===== config.mk =====
export PLATFORM = sky130hd
export DESIGN_NAME = irq_ascii_reporter
export DESIGN_NICKNAME = d
export VERILOG_FILES = /design/src/rtl/irq_rpt_pkg.sv /design/src/rtl/irq_edge_sync.sv /design/src/rtl/irq_type_counters.sv /design/src/rtl/irq_line_fmt.sv /design/src/rtl/irq_ascii_reporter.sv
export SDC_FILE = /design/constraint.sdc
export NUM_CORES = 1
export LEC_CHECK = 0
export ABC_CLOCK_PERIOD_IN_PS = 3100
export BUFFER_PORTS_ARGS = -buffer_cell sky130_fd_sc_hd__buf_2
export CORE_MARGIN = 3
export CORE_UTILIZATION = 45
export DETAILED_ROUTE_END_ITERATION = 7
export GPL_TIMING_DRIVEN = 0
export PLACE_DENSITY = 0.71
export SYNTH_ARGS = -nofsm -noshare
export SYNTH_HDL_FRONTEND = slang
export SYNTH_HIERARCHICAL = 1
export SYNTH_SLANG_ARGS = --single-unit

===== constraint.sdc =====
create_clock -name clk -period 3.1 [get_ports clk]
set_clock_uncertainty 0.2 [all_clocks]
set_input_delay 0.155 -clock clk [delete_from_list [all_inputs] [get_ports clk]]
set_output_delay 0.155 -clock clk [all_outputs]
set_load 0.02 [all_outputs]

===== src/rtl/irq_rpt_pkg.sv =====
package irq_rpt_pkg;

  localparam int NUM_KINDS  = 2;
  localparam int KIND_NC    = 0;
  localparam int KIND_CRIT  = 1;
  localparam int HEX_DIGITS = 4;

  localparam int BANNER_LEN = 13;
  localparam int REPORT_LEN = HEX_DIGITS + 6;
  localparam int LINE_MAX   = (BANNER_LEN > REPORT_LEN) ? BANNER_LEN : REPORT_LEN;
  localparam int IDX_W      = $clog2(LINE_MAX);

  localparam logic [7:0] CH_LF    = 8'h0A;
  localparam logic [7:0] CH_CR    = 8'h0D;
  localparam logic [7:0] CH_SPACE = 8'h20;
  localparam logic [7:0] CH_ZERO  = 8'h30;

  typedef enum logic {
    LINE_REPORT = 1'b0,
    LINE_BANNER = 1'b1
  } line_kind_e;

  // One nibble to an ASCII hex digit, uppercase.
  function automatic logic [7:0] hex_char(input logic [3:0] n);
    if (n < 4'd10) hex_char = CH_ZERO + {4'd0, n};
    else           hex_char = 8'h41 + {4'd0, n} - 8'd10;
  endfunction

  // Fixed banner text; position 10 is replaced by the channel digit.
  function automatic logic [7:0] banner_char(input logic [IDX_W-1:0] i);
    case (i)
      4'd0:    banner_char = CH_LF;
      4'd1:    banner_char = CH_CR;
      4'd2:    banner_char = "I";
      4'd3:    banner_char = "R";
      4'd4:    banner_char = "Q";
      4'd5:    banner_char = CH_SPACE;
      4'd6:    banner_char = "M";
      4'd7:    banner_char = "O";
      4'd8:    banner_char = "N";
      4'd9:    banner_char = CH_SPACE;
      4'd11:   banner_char = CH_CR;
      4'd12:   banner_char = CH_LF;
      default: banner_char = CH_ZERO;
    endcase
  endfunction

endpackage


===== src/rtl/irq_edge_sync.sv =====
module irq_edge_sync #(
  parameter int STAGES = 2
) (
  input  logic clk,
  input  logic rst,
  input  logic level_i,
  output logic rise_o
);

  logic [STAGES-1:0] sync_q;
  logic              prev_q;

  always_ff @(posedge clk) begin
    if (rst) begin
      sync_q <= '0;
      prev_q <= 1'b0;
    end else begin
      sync_q <= {sync_q[STAGES-2:0], level_i};
      prev_q <= sync_q[STAGES-1];
    end
  end

  assign rise_o = sync_q[STAGES-1] & ~prev_q;

endmodule


===== src/rtl/irq_type_counters.sv =====
module irq_type_counters #(
  parameter int N_TYPES   = 2,
  parameter int CNT_WIDTH = 16
) (
  input  logic                              clk,
  input  logic                              rst,
  input  logic [N_TYPES-1:0]                rise_i,
  input  logic [N_TYPES-1:0]                grant_i,
  output logic [N_TYPES-1:0][CNT_WIDTH-1:0] count_o,
  output logic [N_TYPES-1:0]                pending_o
);

  for (genvar g = 0; g < N_TYPES; g++) begin : g_kind
    logic [CNT_WIDTH-1:0] cnt_q;
    logic                 pend_q;

    always_ff @(posedge clk) begin
      if (rst) begin
        cnt_q  <= '0;
        pend_q <= 1'b0;
      end else begin
        if (rise_i[g]) cnt_q <= cnt_q + 1'b1;
        pend_q <= (pend_q & ~grant_i[g]) | rise_i[g];
      end
    end

    assign count_o[g]   = cnt_q;
    assign pending_o[g] = pend_q;
  end

endmodule


===== src/rtl/irq_line_fmt.sv =====
module irq_line_fmt
  import irq_rpt_pkg::*;
#(
  parameter int CNT_WIDTH = 16,
  parameter int TYPE_W    = 1
) (
  input  line_kind_e           kind_i,
  input  logic [IDX_W-1:0]     idx_i,
  input  logic                 proc_id_i,
  input  logic [TYPE_W-1:0]    type_i,
  input  logic [CNT_WIDTH-1:0] cnt_i,
  output logic [7:0]           byte_o,
  output logic                 last_o
);

  localparam int PAD_W   = 4 * HEX_DIGITS;
  localparam int HEX_LO  = 4;
  localparam int HEX_HI  = HEX_LO + HEX_DIGITS - 1;

  logic [PAD_W-1:0] padded;
  logic [7:0]       id_char;
  logic [7:0]       type_char;
  int               digit;

  always_comb begin
    padded = '0;
    padded[CNT_WIDTH-1:0] = cnt_i;
  end

  assign id_char   = CH_ZERO + {7'd0, proc_id_i};
  assign type_char = CH_ZERO + 8'(type_i);

  always_comb begin
    byte_o = CH_ZERO;
    last_o = 1'b0;
    digit  = 0;
    if (kind_i == LINE_BANNER) begin
      byte_o = (int'(idx_i) == 10) ? id_char : banner_char(idx_i);
      last_o = (int'(idx_i) == BANNER_LEN - 1);
    end else begin
      if (int'(idx_i) == 0)                 byte_o = id_char;
      else if (int'(idx_i) == 2)            byte_o = type_char;
      else if (int'(idx_i) == 1 || int'(idx_i) == 3) byte_o = CH_SPACE;
      else if (int'(idx_i) <= HEX_HI) begin
        digit  = HEX_DIGITS - 1 - (int'(idx_i) - HEX_LO);
        byte_o = hex_char(padded[4*digit +: 4]);
      end else if (int'(idx_i) == HEX_HI + 1) byte_o = CH_LF;
      else begin
        byte_o = CH_CR;
        last_o = 1'b1;
      end
    end
  end

endmodule


===== src/rtl/irq_ascii_reporter.sv =====
module irq_ascii_reporter
  import irq_rpt_pkg::*;
#(
  parameter int CNT_WIDTH   = 16,
  parameter int SYNC_STAGES = 2
) (
  input  logic       clk,
  input  logic       rst,
  input  logic       irq_noncrit_i,
  input  logic       irq_crit_i,
  input  logic       proc_id_i,
  output logic [7:0] tx_data_o,
  output logic       tx_valid_o,
  input  logic       tx_ready_i
);

  localparam int TYPE_W = (NUM_KINDS > 1) ? $clog2(NUM_KINDS) : 1;

  logic [NUM_KINDS-1:0]                irq_vec;
  logic [NUM_KINDS-1:0]                rise;
  logic [NUM_KINDS-1:0]                pending;
  logic [NUM_KINDS-1:0]                grant;
  logic [NUM_KINDS-1:0][CNT_WIDTH-1:0] count;

  assign irq_vec[KIND_NC]   = irq_noncrit_i;
  assign irq_vec[KIND_CRIT] = irq_crit_i;

  for (genvar g = 0; g < NUM_KINDS; g++) begin : g_sync
    irq_edge_sync #(.STAGES(SYNC_STAGES)) u_sync (
      .clk     (clk),
      .rst     (rst),
      .level_i (irq_vec[g]),
      .rise_o  (rise[g])
    );
  end

  irq_type_counters #(.N_TYPES(NUM_KINDS), .CNT_WIDTH(CNT_WIDTH)) u_cnt (
    .clk       (clk),
    .rst       (rst),
    .rise_i    (rise),
    .grant_i   (grant),
    .count_o   (count),
    .pending_o (pending)
  );

  // Line sequencer state
  logic                 busy_q;
  logic                 banner_req_q;
  line_kind_e           kind_q;
  logic [IDX_W-1:0]     idx_q;
  logic [TYPE_W-1:0]    snap_type_q;
  logic [CNT_WIDTH-1:0] snap_cnt_q;
  logic [TYPE_W-1:0]    grant_idx;
  logic                 start_report;
  logic [7:0]           fmt_byte;
  logic                 fmt_last;
  logic                 out_load;

  // Highest kind index wins: critical before non-critical.
  always_comb begin
    grant_idx = '0;
    for (int k = 0; k < NUM_KINDS; k++) begin
      if (pending[k]) grant_idx = TYPE_W'(k);
    end
  end

  assign start_report = !busy_q && !banner_req_q && (|pending);

  always_comb begin
    grant = '0;
    if (start_report) grant[grant_idx] = 1'b1;
  end

  irq_line_fmt #(.CNT_WIDTH(CNT_WIDTH), .TYPE_W(TYPE_W)) u_fmt (
    .kind_i    (kind_q),
    .idx_i     (idx_q),
    .proc_id_i (proc_id_i),
    .type_i    (snap_type_q),
    .cnt_i     (snap_cnt_q),
    .byte_o    (fmt_byte),
    .last_o    (fmt_last)
  );

  assign out_load = !tx_valid_o || tx_ready_i;

  always_ff @(posedge clk) begin
    if (rst) begin
      busy_q       <= 1'b0;
      banner_req_q <= 1'b1;
      kind_q       <= LINE_BANNER;
      idx_q        <= '0;
      snap_type_q  <= '0;
      snap_cnt_q   <= '0;
      tx_valid_o   <= 1'b0;
      tx_data_o    <= '0;
    end else begin
      if (!busy_q) begin
        if (banner_req_q) begin
          busy_q       <= 1'b1;
          kind_q       <= LINE_BANNER;
          idx_q        <= '0;
          banner_req_q <= 1'b0;
        end else if (start_report) begin
          busy_q      <= 1'b1;
          kind_q      <= LINE_REPORT;
          idx_q       <= '0;
          snap_type_q <= grant_idx;
          snap_cnt_q  <= count[grant_idx];
        end
      end
      if (out_load) begin
        if (busy_q) begin
          tx_valid_o <= 1'b1;
          tx_data_o  <= fmt_byte;
          if (fmt_last) busy_q <= 1'b0;
          else          idx_q  <= idx_q + 1'b1;
        end else begin
          tx_valid_o <= 1'b0;
        end
      end
    end
  end

endmodule


# Yosys cells after proc, flatten, opt, wreduce, memory -nomap -nowiden
# Memories as Yosys holds them, arrays and structs flattened. A register that Yosys moved wholly into a read port is not among the register bits.
# Cells that the tools add are included.
op_classes:
  eq_ne: 6
  n_div: 0
  mul: 0
  n_reduce_logical: 14
  n_bitwise: 12
  addsub: 10
  magnitude_cmp: 4
  muxes: 36
  n_shift: 1
ops:
  columns: ["cell", "count"]
  rows:
  - ["8-bit 2-to-1 mux", 7]
  - ["16-bit by 1-bit adder with 16-bit output (second input constant)", 2]
  - ["16-bit 2-to-1 mux", 2]
  - ["16-bit by 32-bit indexed part select with 4-bit output", 1]
  - ["3-bit by 30-bit subtractor with 30-bit output (first input constant)", 1]
  - ["4-bit 2-to-1 mux", 7]
  - ["1-bit 2-to-1 mux", 17]
  - ["6-bit by 1-bit adder with 7-bit output (first input constant)", 2]
  - ["4-bit by 3-bit equality test with 1-bit output (second input constant)", 3]
  - ["7-bit by 4-bit adder with 8-bit output (first input constant)", 1]
  - ["4-bit equality test (second input constant)", 2]
  - ["8-bit by 4-bit subtractor with 8-bit output (second input constant)", 1]
  - ["6-bit by 4-bit adder with 7-bit output (first input constant)", 1]
  - ["1-bit NOT", 6]
  - ["4-bit by 3-bit subtractor with 5-bit output (second input constant)", 1]
  - ["4-bit by 1-bit adder with 4-bit output (second input constant)", 1]
  - ["1-bit bitwise AND", 4]
  - ["4-bit by 2-bit equality test with 1-bit output (second input constant)", 1]
  - ["4-bit by 3-bit <= comparator with 1-bit output (second input constant)", 1]
  - ["4-bit zero test", 1]
  - ["4-bit < comparator (second input constant)", 1]
  - ["2-bit AND reduction", 2]
  - ["1-bit logical AND", 3]
  - ["1-bit zero test", 3]
  - ["other kinds (10)", 12]
word_totals:
  latch_bits: 0
  regBits: 73
  rom_bits: 112
  n_memories: 1
  ramBits: 0
  output_inout_bits: 9
  elab_cells: 100
memory_table:
  columns: ["name", "words", "width", "read_ports", "rd_clocked_by_memory_dff", "write_ports", "line_no", "source"]
  rows:
  - ["(name not given)", 16, 7, 1, 1, 0, "irq_rpt_pkg.sv:31", "case (i)"]

# Depth between registers and ports, before layout
depth:
  depth_word: 11
  depth_mapped: 11
  depth_no_buf: 10

# Cells and area by module
# Netlist, hierarchy kept.
modules_own_cells:
  columns: ["mod", "cells_each", "instances", "area_per_inst_um2"]
  rows:
  - ["irq_type_counters", 172, 1, 1497.7]
  - ["irq_ascii_reporter", 157, 1, 1423.9]
  - ["irq_line_fmt", 102, 1, 754.5]
  - ["irq_edge_sync", 7, 2, 87.6]

# Worst setup path after synthesis
# Ideal clock, no wire load.
synth_path:
  path_kind: "register to register"
  from: "register idx_q[0]"
  to: "register idx_q[3]"
  t_required_ps: 2770
  slack_ps: 459
  arrival_ps: 2311
  setup_ps: 130
  path_stages_with_launch: 11
  synth_period_minus_slack_ps: 2641
  n_path_buf: 1
  path_cell_list: "dfxtp_1 buf_6 inv_1 ha_1 or4_1 a21oi_1 nand3_1 nand2_1 nand2b_1 nand2b_1 o32ai_1"
synth_between:
  elab_chain_cells: 10
synth_rtl:
  columns: ["element", "line_no", "source"]
  rows:
  - ["start, declared", "irq_ascii_reporter.sv:50", "logic [IDX_W-1:0] idx_q;"]
  - ["start signal, assigned", "irq_ascii_reporter.sv:116", "else idx_q <= idx_q + 1'b1;"]
  - ["branches (longest 6 deep; another with 4-bit by 3-bit <= comparator with 1-bit output)", null, null]
  - ["1-bit 2-to-1 mux (*)", "irq_line_fmt.sv:37", "if (kind_i == LINE_BANNER) begin"]
  - ["via fmt_last", "irq_ascii_reporter.sv:56", "logic fmt_last;"]
  - ["4-bit 2-to-1 mux (*)", "irq_ascii_reporter.sv:115", "if (fmt_last) busy_q <= 1'b0;"]
  - ["4-bit 2-to-1 mux (*)", "irq_ascii_reporter.sv:112", "if (busy_q) begin"]
  - ["4-bit 2-to-1 mux (*)", "irq_ascii_reporter.sv:111", "if (out_load) begin"]
# Mark *: on every way through the listed nets, which the timed path passes.
# A chain may end at the register's enable or synchronous reset.

# Worst setup path in the final report
layout_path:
  from: "register idx_q[0]"
  to: "register idx_q[0]"
# Same word-level chain as after synthesis.

==> insert_results.sql <==
INSERT INTO impl_metrics (metric_group, metric, value, unit) VALUES
('sta', 'maxClockFrequency', '341.7', 'MHz'),
('clocking', 'clock_insertion_delay_worst_skew', '0.34', 'ns'),
('floorplan', 'die_width', '98.51', 'microns'),
('sta', 'min_period_over_period', '94.41', '%'),
('synthesis', 'post_synth_instance_area', '3851', 'sq um'),
('synthesis', 'synth_cell_type_count', '64', ''),
('detailed_routing', 'routedWlPerCell', '15.20', 'microns'),
('grt', 'global_route_wire_length_before_repair', '15.05', 'mm'),
('place', 'numPortBuffers', '14', ''),
('clocking', 'clockRootBuffer', 'sky130_fd_sc_hd__clkbuf_8', ''),
('run_status', 'status', 'finished, final reports clean', ''),
('synthesis', 'most_area_hungry_cell_type_in_the_yosys_netlist', 'sky130_fd_sc_hd__dfxtp_1', ''),
('sta', 'report.final.setup_viol', '0', ''),
('cells_and_area', 'antenna_cells_inserted', '0', ''),
('critical_path', 'timing.critical_path.from_type', 'flop', ''),
('detailed_routing', 'detail_route.iter0.violations', '183', ''),
('sta', 'hold-worst-slack', '0.08734', 'ns'),
('floorplan', 'die_height', '98.51', 'microns'),
('place', 'place_area', '4053', 'sq um'),
('cells_and_area', 'final_cell_count_no_fill', '585', ''),
('grt', 'via_count_of_the_first_global_routing_pass', '3124', ''),
('synthesis', 'synth_warnings', '6', ''),
('grt', 'grt_usage', '18.98', '%'),
('synthesis', 'synthesized_area_divided_by_synthesized_cell_count', '8.654', 'sq um'),
('critical_path', 'worst_path_largest_cell_delay', '0.56', 'ns'),
('synthesis', 'synth_cells', '445', ''),
('grt', 'grt_start_max_net_pins', '14', ''),
('detailed_routing', 'antenna_left', '0', ''),
('clocking', 'cts_num_sinks', '73', ''),
('clocking', 'post_cts_repair_timing_setup_buffer_count', '0', ''),
('floorplan', 'initial_utilization', '46.64', '%'),
('critical_path', 'critical-path-top-cell-by-count', 'sky130_fd_sc_hd__o22ai_1', ''),
('critical_path', 'worst_setup_path_end_kind', 'flop', ''),
('clocking', 'cts_max_path_buffers', '2', ''),
('critical_path', 'critical_path.max_fanout', '8', ''),
('sta', 'tightest_slew', '0.5472', 'ns'),
('detailed_routing', 'vias', '3301', ''),
('floorplan', 'fp-row-count', '33', ''),
('sta', 'layout_setup_ws', '0.1734', 'ns'),
('min_path', 'hold_class', 'in2reg', ''),
('detailed_routing', 'detailed_route_wl', '8.892', 'mm'),
('clocking', 'h-tree-depth', '3', ''),
('detailed_routing', 'avgViaCountPerCell', '5.643', ''),
('detailed_routing', 'detail_route.drc_violations', '0', ''),
('synthesis', 'post_synth_main_area_contributors', 'sky130_fd_sc_hd__dfxtp_1, sky130_fd_sc_hd__a21oi_1, sky130_fd_sc_hd__o21ai_0', ''),
('critical_path', 'timing.critical_path.slowest_stage_cell', 'sky130_fd_sc_hd__or4_1', ''),
('place', 'dp_worst_setup_slack', '-0.04789', 'ns'),
('clocking', 'cts-buffers-inserted', '9', ''),
('grt', 'antenna_found_initial', '0', ''),
('synthesis', 'synth_edf_count', '0', ''),
('cells_and_area', 'fin_area', '4290', 'sq um'),
('critical_path', 'arr_time_crit_path', '2.98', 'ns'),
('power_and_ir_drop', 'ir_drop', '0.2573', 'mV'),
('detailed_routing', 'drt-pass1-iter-count', '4', ''),
('power_and_ir_drop', 'tot_pwr', '1.864', 'mW'),
('sta', 'finalHoldViolations', '0', ''),
('synthesis', 'synth_sequential_area_ratio', '37.95', '%'),
('clocking', 'path_clk_slew', '0.08', 'ns'),
('floorplan', 'placeableCoreArea', '8258', 'sq um'),
('sta', 'slew_headroom', '63.52', '%'),
('critical_path', 'worst_ep_required_time', '3.16', 'ns'),
('sta', 'unrepaired_setup_endpoints_after_global_routing', 'false', ''),
('cells_and_area', 'layout-drive-gt1-share', '14.17', '%'),
('grt', 'globalRoute.totalOverflow', '0', ''),
('synthesis', 'asyncSetResetFlopFracSynth', '0', '%'),
('place', 'gp_congestion', '0.8957', ''),
('power_and_ir_drop', 'pwr_density_cell', '434.6', 'nW/um^2'),
('power_and_ir_drop', 'total_leakage_power', '1.479', 'nW'),
('cells_and_area', 'finalNetCount', '495', ''),
('critical_path', 'critical_setup_path_class', 'reg2reg', ''),
('sta', 'slew_viol_final', '0', '');
-- path summary, 6_finish.rpt --
path / endpoint / slack, ns / start / cells after the start
worst min register to register: g_sync[0].u_sync/sync_q[1] / 0.24 / g_sync[0].u_sync/sync_q[0] / 1
worst max register to register: idx_q[0] / 0.17 / idx_q[0] / 10
worst min-delay path: idx_q[2] / 0.09 / tx_ready_i / 4
worst max-delay path: idx_q[0] / 0.17 / idx_q[0] / 10
-- synthesized netlist by cell type, drive strengths merged, types with 2 or more instances --
| library cell | instances |
|---|---|
| nor4 | 6 |
| mux2i | 6 |
| a21oi | 46 |
| nand3 | 21 |
| o32ai | 2 |
| clkbuf | 16 |
| ha | 14 |
| nand2 | 23 |
| inv | 13 |
| and3 | 2 |
| nor3 | 4 |
| nor2 | 36 |
| a22oi | 16 |
| or3 | 6 |
| or3b | 2 |
| or2 | 2 |
| and4 | 3 |
| or4 | 2 |
| a31oi | 2 |
| buf | 14 |
| o211ai | 3 |
| dfxtp | 73 |
| xnor2 | 9 |
| nand2b | 11 |
| and2 | 2 |
| mux4 | 4 |
| a32o | 2 |
| o31ai | 2 |
| a22o | 2 |
| o21ai | 46 |
| nand4 | 11 |
| nor2b | 10 |
| o22ai | 3 |
| xor2 | 13 |
-- sequential cells by signal, indices dropped and copies added (netlist names) --
| signal | flops |
|---|---|
| tx_data_o | 8 |
| g_sync.u_sync/sync_q | 4 |
| busy_q | 1 |
| kind_q | 1 |
| snap_cnt_q | 16 |
| tx_valid_o | 1 |
| idx_q | 4 |
| u_cnt/g_kind.cnt_q | 32 |
| banner_req_q | 1 |
| snap_type_q | 1 |
| g_sync.u_sync/prev_q | 2 |
| u_cnt/g_kind.pend_q | 2 |
-- per-layer routing --
| metal | GRT usage, % | up-vias | wire length (microns) |
|---|---|---|---|
| li1 | - | 1666 | - |
| met2 | 33.02 | 55 | 4424 |
| met1 | 23.70 | 1572 | 4053 |
| met3 | 4.317 | 8 | 329 |
| met5 | 0 | - | 0 |
| met4 | 5.042 | 0 | 85 |
-- through the flow --
step / utilization (%) / setup TNS, ns
after floorplan: - / 0
after global placement: 49.08 / 0
after detailed placement: 49.08 / -0.05516
after CTS: 51.92 / 0
after global routing: 51.95 / 0
final: 51.95 / 0
-- logic make-up (layout without fill, tap and decap cells) --
kind of cell	count (synthesis)	after routing	synth area share (%)
xor gates and xnor gates	22	22	5.003
buffers and inverters	43	78	5.978
and+or+nand+nor	146	146	20.96
DFF	73	73	37.95
other	1	1	0.09737
AOI/OAI and AO/OA	136	136	21.48
adders and majority gates	14	14	4.548
muxes	10	10	3.996
-- cell type report --
cell class,count,area (sq um)
tap,105,131.4
buffer,30,182.7
clock buffer,10,137.6
fill,798,3968
inverter,13,48.80
sequential,73,1465
clock inverter,6,41.29
multi-input combinational,329,2163
timing repair buffer,19,120.1
-- critical path, delay by kind of cell, from the launching register on --
kind | cells | cell delay [ns]
buf+inv | 2 | 0.26
fa+ha+maj | 1 | 0.31
compound gates | 3 | 0.64
simple gates | 4 | 1.01
flops | 1 | 0.43
-- power by group --
group | internal (mW) | total (mW) | leakage [nW] | switching [mW]
logic | 0.0855 | 0.216 | 0.801 | 0.130
clock network | 0.312 | 0.674 | 0.0847 | 0.362
registers | 0.958 | 0.975 | 0.593 | 0.0172
-- cells in the final DEF, fill, tap and decap left out, types with 7 or more instances in the layout --
cell / synthesis / layout
sky130_fd_sc_hd__nor2b_1: 8 / 8
sky130_fd_sc_hd__nand2_1: 23 / 23
sky130_fd_sc_hd__dfxtp_1: 73 / 70
sky130_fd_sc_hd__nand4_1: 11 / 11
sky130_fd_sc_hd__nand2b_1: 11 / 11
sky130_fd_sc_hd__nor2_1: 36 / 36
sky130_fd_sc_hd__o21ai_0: 37 / 37
sky130_fd_sc_hd__ha_1: 14 / 14
sky130_fd_sc_hd__a21oi_1: 45 / 44
sky130_fd_sc_hd__xnor2_1: 9 / 9
sky130_fd_sc_hd__buf_6: 7 / 7
sky130_fd_sc_hd__xor2_1: 13 / 13
sky130_fd_sc_hd__a22oi_1: 14 / 14
sky130_fd_sc_hd__buf_2: 4 / 18
sky130_fd_sc_hd__inv_1: 13 / 13
sky130_fd_sc_hd__o21ai_1: 8 / 8
sky130_fd_sc_hd__nand3_1: 20 / 20
sky130_fd_sc_hd__clkbuf_8: 0 / 10
sky130_fd_sc_hd__clkbuf_1: 16 / 15
-- timing repair --
action,4_1_cts,5_1_grt
resized for setup,3,2
endpoints found under the hold margin,6,0
pin swaps,0,0
endpoints found under the setup margin,5,5
gates cloned,0,0
hold buffers,5,0
No activity file was read; power rests on OpenSTA's default activity.
